[config.mk]
export PLATFORM = sky130hd
export DESIGN_NAME = spwm_gen
export DESIGN_NICKNAME = d
export VERILOG_FILES = /design/src/rtl/spwm_pkg.sv /design/src/rtl/spwm_sine_ref.sv /design/src/rtl/spwm_delay_comp.sv /design/src/rtl/spwm_carrier.sv /design/src/rtl/spwm_gen.sv
export SDC_FILE = /design/constraint.sdc
export NUM_CORES = 1
export LEC_CHECK = 0
export CELL_PAD_IN_SITES_DETAIL_PLACEMENT = 0
export CELL_PAD_IN_SITES_GLOBAL_PLACEMENT = 2
export CORE_MARGIN = 3
export CORE_UTILIZATION = 40
export DETAILED_ROUTE_END_ITERATION = 8
export PLACE_DENSITY_LB_ADDON = 0.1
export SLEW_MARGIN = 15
export SYNTH_ARGS = -nofsm -noshare
export SYNTH_HDL_FRONTEND = slang
export SYNTH_SLANG_ARGS = --single-unit
[constraint.sdc]
create_clock -name clk -period 70.2 [get_ports clk]
set_input_delay 21.06 -clock clk [delete_from_list [all_inputs] [get_ports clk]]
set_output_delay 21.06 -clock clk [all_outputs]
set_load 0.005 [all_outputs]
[src/rtl/spwm_pkg.sv]
// Shared helpers for the sine PWM generator.
// Assumes the half-wave table length is a power of two.
package spwm_pkg;

    // Rational approximation of sin(pi*idx/half_len), scaled to amp.
    function automatic int sine_mag(int idx, int half_len, int amp);
        longint p;
        longint num;
        longint den;
        p   = longint'(idx) * longint'(half_len - idx);
        num = longint'(amp) * 16 * p;
        den = 5 * longint'(half_len) * longint'(half_len) - 4 * p;
        return int'(num / den);
    endfunction

endpackage

[src/rtl/spwm_sine_ref.sv]
// Turns a phase word into a sign and a modulation-scaled magnitude.
// Assumes PH_W > AW + 1; the table is computed at elaboration.
module spwm_sine_ref #(
    parameter int PH_W  = 16,
    parameter int AW    = 6,
    parameter int MAG_W = 12,
    parameter int MI_W  = 10
) (
    input  logic [PH_W-1:0]  phase,
    input  logic [MI_W-1:0]  mod_index,
    output logic             negative,
    output logic [MAG_W:0]   scaled
);
    localparam int H    = 1 << AW;
    localparam int AMP  = (1 << MAG_W) - 1;
    localparam int PR_W = MAG_W + MI_W;

    logic [MAG_W-1:0] lut [H];
    logic [AW-1:0]    idx;
    logic [PR_W-1:0]  prod;

    // One table entry per half-wave index.
    for (genvar g = 0; g < H; g++) begin : g_lut
        assign lut[g] = MAG_W'(spwm_pkg::sine_mag(g, H, AMP));
    end

    // Look up the magnitude and apply the modulation index.
    always_comb begin
        negative = phase[PH_W-1];
        idx      = AW'(phase >> (PH_W - 1 - AW));
        prod     = PR_W'(lut[idx]) * PR_W'(mod_index);
        scaled   = (MAG_W+1)'(prod >> (MI_W - 1));
    end
endmodule

[src/rtl/spwm_delay_comp.sv]
// Computes the ideal on-time, adds the switching-delay correction
// and clamps the result to 0..period. Pure combinational.
module spwm_delay_comp #(
    parameter int PER_W = 16,
    parameter int MAG_W = 12,
    parameter int ET_W  = 12
) (
    input  logic [PER_W-1:0] period,
    input  logic [MAG_W:0]   scaled,
    input  logic [ET_W-1:0]  on_e0,
    input  logic [ET_W-1:0]  on_e1,
    input  logic [ET_W-1:0]  on_e2,
    input  logic [ET_W-1:0]  off_e0,
    input  logic [ET_W-1:0]  off_e1,
    input  logic [ET_W-1:0]  off_e2,
    output logic [PER_W-1:0] on_time
);
    localparam int SC_W = MAG_W + 1;
    localparam int PW2  = PER_W + SC_W;
    localparam int SW   = ((PER_W > ET_W) ? PER_W : ET_W) + 4;

    logic [PW2-1:0]        prod;
    logic [PER_W:0]        raw;
    logic signed [SW-1:0]  sum2;
    logic signed [SW-1:0]  half;

    // Ideal time, doubled correction, floor halving, clamp.
    always_comb begin
        prod = PW2'(period) * PW2'(scaled);
        raw  = (PER_W+1)'(prod >> MAG_W);
        sum2 = ($signed(SW'(raw)) <<< 1)
             + $signed(SW'(off_e1)) + $signed(SW'(off_e2))
             + ($signed(SW'(on_e0)) <<< 1)
             - $signed(SW'(on_e1)) - $signed(SW'(on_e2))
             - ($signed(SW'(off_e0)) <<< 1);
        half = sum2 >>> 1;
        if (half < 0)
            on_time = '0;
        else if (half > $signed(SW'(period)))
            on_time = period;
        else
            on_time = PER_W'(half);
    end
endmodule

[src/rtl/spwm_carrier.sv]
// Carrier period counter. Marks the last clock of each period and
// captures the next period length there. Assumes synchronous reset.
module spwm_carrier #(
    parameter int PER_W = 16
) (
    input  logic             clk,
    input  logic             rst_n,
    input  logic [PER_W-1:0] period_in,
    output logic             wrap,
    output logic [PER_W-1:0] count,
    output logic [PER_W-1:0] period_q,
    output logic [PER_W-1:0] period_next
);
    // Enforce the minimum period and detect the end of a period.
    always_comb begin
        period_next = (period_in < PER_W'(2)) ? PER_W'(2) : period_in;
        wrap        = ((PER_W+1)'(count) + (PER_W+1)'(1)) >= (PER_W+1)'(period_q);
    end

    // Advance the count or restart it with the newly captured length.
    always_ff @(posedge clk) begin
        if (!rst_n) begin
            count    <= '0;
            period_q <= '0;
        end else if (wrap) begin
            count    <= '0;
            period_q <= period_next;
        end else begin
            count    <= count + PER_W'(1);
        end
    end
endmodule

[src/rtl/spwm_gen.sv]
// Unipolar sine PWM generator with switching-delay compensation.
// All inputs are captured at a carrier boundary. The gates come from
// registered state only. No dead time is inserted here.
module spwm_gen #(
    parameter int PER_W = 16,
    parameter int PH_W  = 16,
    parameter int AW    = 6,
    parameter int MAG_W = 12,
    parameter int MI_W  = 10,
    parameter int ET_W  = 12
) (
    input  logic             clk,
    input  logic             rst_n,
    input  logic [PER_W-1:0] carrier_period,
    input  logic [PH_W-1:0]  freq_word,
    input  logic [MI_W-1:0]  mod_index,
    input  logic [ET_W-1:0]  on_edge_a,
    input  logic [ET_W-1:0]  on_edge_b,
    input  logic [ET_W-1:0]  on_edge_c,
    input  logic [ET_W-1:0]  off_edge_a,
    input  logic [ET_W-1:0]  off_edge_b,
    input  logic [ET_W-1:0]  off_edge_c,
    output logic             leg_a_high,
    output logic             leg_a_low,
    output logic             leg_b_high,
    output logic             leg_b_low
);
    logic             wrap_w;
    logic [PER_W-1:0] count_w;
    logic [PER_W-1:0] period_q_w;
    logic [PER_W-1:0] period_next_w;
    logic             neg_w;
    logic [MAG_W:0]   scaled_w;
    logic [PER_W-1:0] on_next_w;

    logic [PH_W-1:0]  phase_q;
    logic [PER_W-1:0] on_q;
    logic             neg_q;
    logic             en_q;

    logic [PER_W-1:0] start_w;
    logic [PER_W:0]   stop_w;
    logic             pulse_w;

    spwm_carrier #(.PER_W(PER_W)) u_carrier (
        .clk         (clk),
        .rst_n       (rst_n),
        .period_in   (carrier_period),
        .wrap        (wrap_w),
        .count       (count_w),
        .period_q    (period_q_w),
        .period_next (period_next_w)
    );

    spwm_sine_ref #(.PH_W(PH_W), .AW(AW), .MAG_W(MAG_W), .MI_W(MI_W)) u_ref (
        .phase     (phase_q),
        .mod_index (mod_index),
        .negative  (neg_w),
        .scaled    (scaled_w)
    );

    spwm_delay_comp #(.PER_W(PER_W), .MAG_W(MAG_W), .ET_W(ET_W)) u_comp (
        .period  (period_next_w),
        .scaled  (scaled_w),
        .on_e0   (on_edge_a),
        .on_e1   (on_edge_b),
        .on_e2   (on_edge_c),
        .off_e0  (off_edge_a),
        .off_e1  (off_edge_b),
        .off_e2  (off_edge_c),
        .on_time (on_next_w)
    );

    // Capture the sample, its polarity and the on-time once per period.
    always_ff @(posedge clk) begin
        if (!rst_n) begin
            phase_q <= '0;
            on_q    <= '0;
            neg_q   <= 1'b0;
            en_q    <= 1'b0;
        end else if (wrap_w) begin
            phase_q <= phase_q + freq_word;
            on_q    <= on_next_w;
            neg_q   <= neg_w;
            en_q    <= 1'b1;
        end
    end

    // Centred pulse window inside the current period.
    always_comb begin
        start_w = (period_q_w - on_q) >> 1;
        stop_w  = (PER_W+1)'(start_w) + (PER_W+1)'(on_q);
        pulse_w = en_q && (count_w >= start_w) && ((PER_W+1)'(count_w) < stop_w);
    end

    // Leg selection by polarity; each leg drives complementary outputs.
    always_comb begin
        leg_a_high = en_q && !neg_q && pulse_w;
        leg_a_low  = en_q && (neg_q || !pulse_w);
        leg_b_high = en_q && neg_q && pulse_w;
        leg_b_low  = en_q && (!neg_q || !pulse_w);
    end
endmodule

; Word-level counts from Yosys, hierarchy flattened
; Memory sizes are Yosys's and may differ from the RTL's.
; Index checks and enable logic that the tools add are counted.
[op_classes]
n_mux = 5
n_lt_le_gt_ge = 7
n_bitwise = 2
addsub = 11
n_mul = 2
reduce_logical = 13
[ops]
columns = op, n
row1 = 16-bit 2-to-1 mux, 3
row2 = 20-bit by 13-bit subtractor with 20-bit output, 2
row3 = 16-bit by 13-bit multiplier with 29-bit output, 1
row4 = 12-bit 2-to-1 mux, 2
row5 = 12-bit by 10-bit multiplier with 22-bit output, 1
row6 = 20-bit by 13-bit adder with 20-bit output, 1
row7 = 20-bit by 14-bit adder with 20-bit output, 1
row8 = 20-bit by 14-bit subtractor with 20-bit output, 1
row9 = 18-bit by 12-bit adder with 19-bit output, 1
row10 = 19-bit by 17-bit greater-than comparator with 1-bit output, 1
row11 = "19-bit by 1-bit < comparator with 1-bit output, second input constant", 1
row12 = 15-bit by 16-bit adder with 17-bit output, 1
row13 = "16-bit by 1-bit adder with 17-bit output, second input constant", 1
row14 = 17-bit by 16-bit greater-or-equal comparator with 1-bit output, 1
row15 = 16-bit by 17-bit < comparator with 1-bit output, 1
row16 = "16-bit by 1-bit adder with 16-bit output, second input constant", 1
row17 = 16-bit adder, 1
row18 = 16-bit by 15-bit greater-or-equal comparator with 1-bit output, 1
row19 = "16-bit by 2-bit < comparator with 1-bit output, second input constant", 1
row20 = 16-bit subtractor, 1
row21 = 1-bit logical AND, 8
row22 = "7-bit greater-or-equal comparator, second input constant", 1
row23 = 6-bit NOT with 7-bit output, 1
row24 = 1-bit zero test, 2
row25 = 3 further kinds, 4
[word_totals]
memories = 1
out_inout_bits = 4
rom_bits = 768
regBits = 66
word_cells = 47
[mem_list]
columns = name, depth, word_bits, read_ports, rd_ports_with_merged_regs, write_ports, line_no
row1 = (no name shown), 64, 12, 1, 0, 0, spwm_sine_ref.sv:31  ; prod = PR_W'(lut[idx]) * PR_W'(mod_index);

; Logic depth before layout (Yosys ltp)
[logic_depth]
depth_word = 15
depth_mapped = 85

; By module
; A second synthesis with hierarchy kept.
[hier_totals]
hier_cells = 2428
area_unflattened_um2 = 20420.8
[modules_own_cells]
columns = module, area_per_inst_um2, cells_each, seq_area_each_um2, n_inst
row1 = spwm_delay_comp, 9561.7, 1118, 0.0, 1
row2 = spwm_sine_ref, 4906.0, 599, 0.0, 1
row3 = spwm_gen, 4127.7, 495, 680.7, 1
row4 = spwm_carrier, 1825.5, 216, 640.6, 1

; Worst setup path before layout
; Ideal clock, no wire load.
[synth_path]
path_type = in2reg
start = input port mod_index[3]
end = register on_q[10]
arrival_ns = 36.914
setup_ns = 0.123
n_path_buf = 3
slack_ns = 33.163
stages = 69
path_cell_list = clkbuf_1 > nand2_1 > fa_1 > inv_1 > fa_1 > inv_1 > fa_1 > inv_1 > fa_1 > inv_1 > fa_1 > inv_1 > ha_1 > a21o_1 > a221oi_1 > o21ai_0 > a211oi_1 > o21ai_0 > [... 33 more ...] > ha_1 > and2_1 > o21ai_0 > o21ai_1 > o41a_1 > a21oi_1 > xnor2_1 > ha_1 > and3_1 > nand3_1 > nor4_1 > a21oi_1 > nor3_4 > buf_4 > mux2i_1 > nor2_1 > a22oi_1 > nand3_1
[synth_between]
elab_chain_cells = 11
elab_cells_between_ends = 12
[synth_rtl]
columns = element, line_no
row1 = start: declaration, spwm_gen.sv:16  ; input logic [MI_W-1:0] mod_index,
row2 = 12-bit by 10-bit multiplier with 22-bit output (*), spwm_sine_ref.sv:31
row3 = 16-bit by 13-bit multiplier with 29-bit output (*), spwm_delay_comp.sv:29  ; prod = PW2'(period) * PW2'(scaled);
row4 = 18-bit by 12-bit adder with 19-bit output (*), spwm_delay_comp.sv:32  ; + $signed(SW'(off_e1)) + $signed(SW'(off_e2))
row5 = 20-bit by 13-bit adder with 20-bit output (*), spwm_delay_comp.sv:32
row6 = 20-bit by 14-bit adder with 20-bit output (*), spwm_delay_comp.sv:33  ; + ($signed(SW'(on_e0)) <<< 1)
row7 = 20-bit by 13-bit subtractor with 20-bit output (*) (2 in series), spwm_delay_comp.sv:34  ; - $signed(SW'(on_e1)) - $signed(SW'(on_e2))
row8 = 20-bit by 14-bit subtractor with 20-bit output (*), spwm_delay_comp.sv:35  ; - ($signed(SW'(off_e0)) <<< 1);
row9 = 19-bit by 17-bit greater-than comparator with 1-bit output, spwm_delay_comp.sv:39  ; else if (half > $signed(SW'(period)))
row10 = 16-bit 2-to-1 mux, spwm_delay_comp.sv:39
row11 = 16-bit 2-to-1 mux (*), spwm_delay_comp.sv:37  ; if (half < 0)
row12 = end signal: assignment, spwm_gen.sv:83  ; on_q <= on_next_w;
row13 = end: declaration, spwm_gen.sv:37  ; logic [PER_W-1:0] on_q;
; Every way passes the cells marked *; elsewhere a longest branch is shown, timed or not.
; A chain may end at the register's enable or synchronous reset.

; Final worst setup path
[layout_path]
start = input port mod_index[5]
end = register on_q[2]
; The elaborated chain is that of the path after synthesis.

==> run_results.csv <==
group,metric,value,unit
global_routing,grt_pass1_wl,96900,µm
yosys,yosysSeqAreaShare,6.45,%
yosys,synth_compound_area_share,13.2,%
clocking,cts_resized,0,
die,fp.dieH,232,µm
global_routing,grt_pass1_vias,17800,
die,dieArea,0.0540,mm²
hold_path,min_path_type,"flop to flop",
yosys,synth_area_leaders,"fa_1 28%, ha_1 17%, inv_1 8.9%",
timing,period_needed,39.54,ns
detailed_routing,drt_wl_total,59800,µm
final_layout,finish.utilization,45.2,%
yosys,netlist_instances,2546,
place,gp_congestion,0.880,
detailed_routing,vias,17100,
global_routing,grt_usage,22.6,%
timing,tns,0,ns
yosys,synthAdderAreaFrac,44.7,%
yosys,syn_nets,3225,
yosys,yosys-top-cells-count,"487 x inv_1, 282 x fa_1, 281 x ha_1",
die,die_w,232,µm
timing,skew,0.00984,ns
yosys,yosysMostFrequentCell,"inv_1",
detailed_routing,viasPerCell,5.17,
yosys,yosysTopAreaCellShare,27.6,%
timing,rsz0062_at_grt,"no",
yosys,synth_top_family_by_area,"adder cells",
detailed_routing,drt_pre_antenna_iters,5,
setup_path,path_class,"input port to flop",
yosys,synthSimpleGateAreaFrac,19.0,%
yosys,synth_top_cell_by_area,"fa_1",
yosys,yosys_most_used_dff,"dfxtp_1",
setup_path,cp.required,70.42,ns
clocking,cts_setup_buffers,0,
clocking,root_buffer,"clkbuf_16",
yosys,synthArstFlopShare,0,%
status,status,"completed",
clocking,cts_tree,"built",
detailed_routing,drtIter0Drc,843,
detailed_routing,drc_errors,0,
detailed_routing,wl_per_cell,18.1,µm
global_routing,overflow,0,
yosys,synth_edf_count,0,
timing,slew_headroom,28.5,%
die,start_util,40.7,%
clocking,clk_pin_slew,0.06,ns
setup_path,crit_path_end_kind,"flop",
yosys,synth-xor-area-share,4.48,%
clocking,htreeDepth,3,
clocking,insertion_delay,0.34,ns
yosys,ys_warn_count,0,
timing,clock.fmax,0.0253,GHz
yosys,synth_cell_types,83,
die,boundaryPins,120,
job,maxCapViolations,0,
setup_path,path_max_fanout,16,
final_layout,nets,3306,
setup_path,startpoint_type,"input port",
timing,setup_violations,0,
setup_path,cpMostUsedCell,"fa_1",
global_routing,antenna_found_initial,1,
setup_path,arrival,39.76,ns
clocking,clock_sinks,66,
final_layout,ff_latch_area,0.00132,mm²
clocking,cts_made_buffers,9,
timing,drv_slew,0,
yosys,synth_mux_area_share,1.24,%
setup_path,crit_path_max_incr_delay,0.85,ns
detailed_routing,ant_nets,0,
yosys,syn_area_per_cell,8.04,µm²
timing,worstMarginPinSlew,1.07,ns
timing,finalCritPeriodShare,56.3,%
clocking,clockBufferDepth,2,
yosys,netlist_area,0.0205,mm²
place,io_buffer_count,119,
global_routing,grt_max_degree,58,
final_layout,multiInputGateArea,0.0169,mm²
place,dpl.hpwl,49300,µm
die,fp-row-count,82,
final_layout,fillers,5093,
final_layout,drive_gt1_share,3.27,%
die,core-area,0.0504,mm²
final_layout,syn_to_final_growth,11.1,%
yosys,ys_ff_latch,66,
clocking,cts_hold_buf,0,
setup_path,cpMaxStageDelayCell,"nor3_4",
timing,hold_viol_final,0,
worst max-delay path, delay by kind of cell:
kind	cells	cell delay (ns)
mux	1	0.32
compound gates	16	3.88
buf+inv	11	1.38
simple gates	20	4.35
xor+xnor	2	0.38
fa+ha+maj	19	8.37
layout by cell type (no fill, tap or decap), drive strengths merged, types with 38 or more instances in the layout:
master	Yosys	layout
nand2	263	263
xor2	38	38
a21oi	133	133
inv	488	488
xnor2	66	66
o21ai	79	79
a21o	50	50
fa	282	282
dfxtp	66	66
buf	20	41
clkdlybuf4s50	0	119
nand3	55	55
nor3	39	39
ha	281	281
nor2	158	158
and2	107	107
cells by family (layout without fill, tap and decap cells):
family          count (synthesis)  after routing
compound gates                418            418
buf+inv                       580            665
other cells                     0              1
fa+ha+maj                     563            563
simple gates                  790            790
xor+xnor                      104            104
mux                            25             25
flops                          66             66
through the flow:
| stage | setup slack [ns] | hold WS (ns) | cell area, µm² | instances |
|---|---|---|---|---|
| finish | 30.66 | 0.454 | 22700 | 3304 |
| global route | 29.32 | 0.505 | 22700 | 3303 |
| CTS | 30.65 | 0.460 | 22700 | 3303 |
| detailed placement | 30.37 | 0.451 | 22500 | 3288 |
| global placement | 30.63 | 0.442 | 22500 | 3288 |
| floorplan | 33.16 | 0.436 | 20500 | 2546 |
registers in the layout (all words and copies together), names as in the netlist:
| name | flops |
|---|---|
| en_q | 1 |
| neg_q | 1 |
| on_q | 16 |
| phase_q | 16 |
| u_carrier.count | 16 |
| u_carrier.period_q | 16 |
worst paths after layout:
kind | start | end | slack (ns) | cells after the start
worst min register to register | phase_q[8] | phase_q[8] | 0.45 | 2
worst max-delay path | mod_index[5] | on_q[2] | 30.66 | 69
worst min-delay path | phase_q[8] | phase_q[8] | 0.45 | 2
worst max register to register | phase_q[10] | on_q[2] | 49.09 | 74
metal layers:
metal | wire length [µm] | GRT usage, % | vias up
li1 | - | - | 8396
met3 | 2160 | 2.70 | 40
met2 | 29200 | 39.3 | 327
met5 | 0 | 0 | -
met1 | 27600 | 30.6 | 8327
met4 | 777 | 3.58 | 0
final cells by class:
| cell class | instances | area share, % |
|---|---|---|
| sequential | 66 | 5.81 |
| antenna | 1 | 0.0110 |
| clock inverter | 5 | 0.242 |
| inverter | 490 | 8.09 |
| tap | 672 | 3.70 |
| multi-input combinational | 1900 | 74.5 |
| timing repair buffer | 160 | 6.59 |
| clock buffer | 10 | 1.05 |
Power is not shown: default switching activity piles up to over one toggle a cycle in this logic, so the estimate is an artifact.
